===== src/rtl/xdec_pkg.sv =====
package xdec_pkg;
    localparam int unsigned XDEC_N_DEF = 4;
    localparam int unsigned XDEC_M_DEF = 16;

    function automatic int unsigned xdec_aw(input int unsigned m);
        return (m < 2) ? 1 : $clog2(m);
    endfunction
endpackage


===== src/rtl/xdec_tap_store.sv =====
module xdec_tap_store #(
    parameter int unsigned N_CH    = xdec_pkg::XDEC_N_DEF,
    parameter int unsigned M_HEADS = xdec_pkg::XDEC_M_DEF,
    localparam int unsigned AW     = xdec_pkg::xdec_aw(M_HEADS)
) (
    input  logic                      clk,
    input  logic                      rst_n,
    input  logic                      wr_en,
    input  logic                      lock,
    input  logic [AW-1:0]             wr_addr,
    input  logic [N_CH-1:0]           wr_row,
    output logic [M_HEADS*N_CH-1:0]   taps_flat
);
    logic [M_HEADS-1:0][N_CH-1:0] rows_d, rows_q;

    always_comb begin
        rows_d = rows_q;
        if (wr_en && !lock && (32'(wr_addr) < M_HEADS)) begin
            rows_d[wr_addr] = wr_row;
        end
    end

    always_ff @(posedge clk or negedge rst_n) begin
        if (!rst_n) rows_q <= '0;
        else        rows_q <= rows_d;
    end

    assign taps_flat = rows_q;
endmodule


===== src/rtl/xdec_xor_net.sv =====
module xdec_xor_net #(
    parameter int unsigned N_CH    = xdec_pkg::XDEC_N_DEF,
    parameter int unsigned M_HEADS = xdec_pkg::XDEC_M_DEF
) (
    input  logic [N_CH-1:0]         ch,
    input  logic [M_HEADS*N_CH-1:0] taps_flat,
    output logic [M_HEADS-1:0]      heads
);
    for (genvar h = 0; h < M_HEADS; h++) begin : g_head
        logic [N_CH-1:0] sel;
        assign sel      = taps_flat[h*N_CH +: N_CH] & ch;
        assign heads[h] = ^sel;
    end
endmodule


===== src/rtl/xdec_top.sv =====
module xdec_top #(
    parameter int unsigned N_CH    = xdec_pkg::XDEC_N_DEF,
    parameter int unsigned M_HEADS = xdec_pkg::XDEC_M_DEF,
    localparam int unsigned AW     = xdec_pkg::xdec_aw(M_HEADS)
) (
    input  logic               clk,
    input  logic               rst_n,
    input  logic               ch_valid,
    input  logic [N_CH-1:0]    ch_data,
    input  logic               cfg_we,
    input  logic [AW-1:0]      cfg_addr,
    input  logic [N_CH-1:0]    cfg_row,
    output logic [M_HEADS-1:0] head_out,
    output logic               shift_en
);
    typedef struct packed {
        logic [M_HEADS-1:0] heads;
        logic               shift;
    } out_state_t;

    logic [M_HEADS*N_CH-1:0] taps_flat;
    logic [M_HEADS-1:0]      heads_comb;
    out_state_t              st_d, st_q;

    xdec_tap_store #(.N_CH(N_CH), .M_HEADS(M_HEADS)) u_store (
        .clk       (clk),
        .rst_n     (rst_n),
        .wr_en     (cfg_we),
        .lock      (ch_valid),
        .wr_addr   (cfg_addr),
        .wr_row    (cfg_row),
        .taps_flat (taps_flat)
    );

    xdec_xor_net #(.N_CH(N_CH), .M_HEADS(M_HEADS)) u_net (
        .ch        (ch_data),
        .taps_flat (taps_flat),
        .heads     (heads_comb)
    );

    always_comb begin
        st_d       = st_q;
        st_d.shift = ch_valid;
        if (ch_valid) st_d.heads = heads_comb;
    end

    always_ff @(posedge clk or negedge rst_n) begin
        if (!rst_n) st_q <= '0;
        else        st_q <= st_d;
    end

    assign head_out = st_q.heads;
    assign shift_en = st_q.shift;
endmodule


===== config.mk =====
export PLATFORM = sky130hd
export DESIGN_NAME = xdec_top
export DESIGN_NICKNAME = d
export VERILOG_FILES = /design/src/rtl/xdec_pkg.sv /design/src/rtl/xdec_tap_store.sv /design/src/rtl/xdec_xor_net.sv /design/src/rtl/xdec_top.sv
export SDC_FILE = /design/constraint.sdc
export NUM_CORES = 1
export LEC_CHECK = 0
export ABC_CLOCK_PERIOD_IN_PS = 1200
export BUFFER_PORTS_ARGS = -buffer_cell sky130_fd_sc_hd__buf_2
export CELL_PAD_IN_SITES_DETAIL_PLACEMENT = 1
export CELL_PAD_IN_SITES_GLOBAL_PLACEMENT = 1
export CORE_MARGIN = 10
export CORE_UTILIZATION = 48
export CTS_CLUSTER_SIZE = 14
export DETAILED_ROUTE_END_ITERATION = 6
export PLACE_DENSITY = 0.77
export SYNTH_ARGS = -nofsm -noshare
export SYNTH_HDL_FRONTEND = slang
export SYNTH_SLANG_ARGS = --single-unit

===== constraint.sdc =====
create_clock -name clk -period 1.2 [get_ports clk]
set_clock_uncertainty 0.05 [all_clocks]
set_input_delay 0.24 -clock clk [delete_from_list [all_inputs] [get_ports clk]]
set_output_delay 0.24 -clock clk [all_outputs]
set_load 0.02 [all_outputs]

==> impl_metrics.json <==
{
  "synth.distinct_cells": 18,
  "port_buffers": 32,
  "grt_pass1_vias": 2971,
  "async_flop_share_pct": 100,
  "drv_cap": 0,
  "crit_path_max_fanout": 2,
  "slew-limit-headroom_pct": 72.4,
  "dieArea_sq_um": 11900,
  "finalCritPeriodShare_pct": 101,
  "grt_pass1_wl_microns": 15700,
  "drc": 0,
  "path_clk_slew_ns": 0.08,
  "gr-total-overflow": 0,
  "violations": "negative setup slack",
  "path_delay_family": "flip-flops",
  "end_kind": "primary output",
  "root_buffer": "clkbuf_8",
  "cts_tree": "yes",
  "worst-path-buf-inv": 1,
  "gp_congestion": 0.771,
  "yosys-top-cells-area": "dfrtp_1, mux2_2, xnor2_1",
  "synthCells": 332,
  "drv_slew": 0,
  "setup_slack_ns": -0.00912,
  "layout-drive-gt1-share_pct": 40.6,
  "first_pass_iters": 4,
  "ios": 33,
  "ys_ff_latch": 81,
  "cts_htree_levels": 3,
  "syn-cell-area_sq_um": 3810,
  "ys_warn_count": 0,
  "worst_ep_arrival_time_ns": 0.92,
  "n_antenna_cell": 0,
  "worstSetupPathType": "register to primary output",
  "synth.most_common_cell": "dfrtp_1",
  "critical_path.slowest_cell": "dfrtp_1",
  "die_x_microns": 109,
  "max_freq_mhz": 827,
  "ir_worst_vdd_v": 0.000702,
  "power_density_nw_per_um2": 1720,
  "finalSetupViolCount": 4,
  "grt.total_usage_pct": 17.5,
  "ant_nets": 0,
  "critical_path_required_ns": 0.91,
  "fin_util_pct": 62.2,
  "rsz0062_at_grt": "yes",
  "cts_buffers": 9,
  "synth_top_cells_by_count": "dfrtp_1, nand2_1, mux2_2, xnor2_1, nor2_1",
  "synth-edff-count": 0,
  "grt_start_max_net_pins": 32,
  "yosysTopAreaCellShare_pct": 53.2,
  "critical_path.startpoint_type": "register",
  "clk_latency_ns": 0.37,
  "num_rows": 32,
  "drt_iter0_markers": 79,
  "antenna_found_initial": 0,
  "vias_per_cell": 5.24,
  "p_leak_nw": 2.19,
  "num_vias": 2617,
  "fin_crit_ns": 1.21,
  "clock-sinks": 81,
  "critical_path.max_stage_delay_ns": 0.41,
  "hp-class": "primary input to register",
  "fin_total_pwr_w": 0.00826,
  "layout.nets": 409,
  "yosys.area.top_type": "dfrtp_1",
  "start_util_pct": 49.3,
  "area_growth_pct": 26.1,
  "path_cells": "buf_6",
  "die_h_microns": 109,
  "routed_wirelength_microns": 9960,
  "hold_viol": 0,
  "dp_cells": 479,
  "ys_seq_area_share_pct": 53.2,
  "syn_nets": 348,
  "fin_cells": 499,
  "wl_per_cell_microns": 20.0,
  "status": "finished with violations",
  "ys.flop_type": "dfrtp_1",
  "tightestPinTransition_ns": 0.414,
  "core-area_sq_um": 7730,
  "clockBufferDepth": 2,
  "avgSynthCellArea_sq_um": 11.5,
  "dp_hpwl_microns": 6670
}
## flip-flops by register name, indices dropped and copies added, names as in the netlist
register,count
shift_en,1
head_out,16
u_store.taps_flat,64
## final timing paths
kind                                             from                     to  depth (start not counted)  slack [ns]
worst max-delay path                      head_out[0]            head_out[0]                          1      -0.009
worst min-delay path                         ch_valid            head_out[2]                          3        0.14
worst max register to register  u_store.taps_flat[53]           head_out[13]                          4        0.06
worst min register to register  u_store.taps_flat[10]  u_store.taps_flat[10]                          1        0.46
max in group asynchronous                       rst_n  u_store.taps_flat[14]                          3        0.38
min in group asynchronous                       rst_n  u_store.taps_flat[42]                          2        0.26
## cell usage in the layout (no fill, tap or decap)
cell	n
dfrtp_1	81
nor2b_1	2
nor2_2	1
mux2_2	42
nor2_1	17
buf_6	16
nand2b_4	1
clkinvlp_4	2
mux2_4	22
nand4b_1	1
or3_4	1
a21oi_1	16
nand2_1	72
dlygate4sd3_1	1
and3_4	1
buf_4	31
xnor2_2	3
buf_2	15
nor4_4	1
xnor2_1	45
nor3b_4	2
clkinv_2	1
nor3_1	1
nor2b_4	2
bufinv_16	2
buf_12	5
nand2_2	2
and3_2	1
clkbuf_8	10
## cell type report
| class | instances | area (sq um) |
|---|---|---|
| tap | 102 | 128 |
| clock buffer | 10 | 138 |
| clock inverter | 5 | 80.1 |
| sequential | 81 | 2030 |
| multi-input combinational | 233 | 1840 |
| fill | 786 | 2920 |
| timing repair buffer | 68 | 598 |
## logic make-up after synthesis
| family | synth area share [%] |
|---|---|
| AOI/OAI and AO/OA | 2.10 |
| xor gates and xnor gates | 11.0 |
| buffers and inverters | 2.07 |
| DFF | 53.2 |
| muxes | 19.3 |
| and+or+nand+nor | 12.3 |
## per-stage QoR
stage               hold WS (ns)  worst slack (ns)  instance area [sq um]  TNS, ns
floorplan                 -0.106            -0.296                   3930   -10.80
global placement           0.109            -0.326                   4400   -17.55
detailed placement         0.110            -0.414                   4400   -20.32
CTS                        0.130           -0.0287                   4750  -0.0912
global route               0.161           -0.0526                   4810   -0.586
finish                     0.144          -0.00912                   4810  -0.0258
## repair_timing
item,4_1_cts,5_1_grt
endpoints found under the hold margin,17,0
gates resized for setup,31,12
hold buffers,1,0
pin swaps,0,1
setup endpoints to repair,20,28
buffers inserted,3,1
## metal layers
metal	track usage (%)	vias to the layer above	wire length, microns
met4	7.16	0	191
li1	-	1206	-
met2	28.7	35	5040
met5	0	-	0
met3	4.42	16	339
met1	21.4	1360	4390
## power by group
part           total (W)  internal, W  switching (W)
clock network    0.00224      0.00121        0.00102
logic            0.00234      0.00130        0.00104
registers        0.00369      0.00332       0.000368
Note: power is estimated with default switching activity, not from simulation.
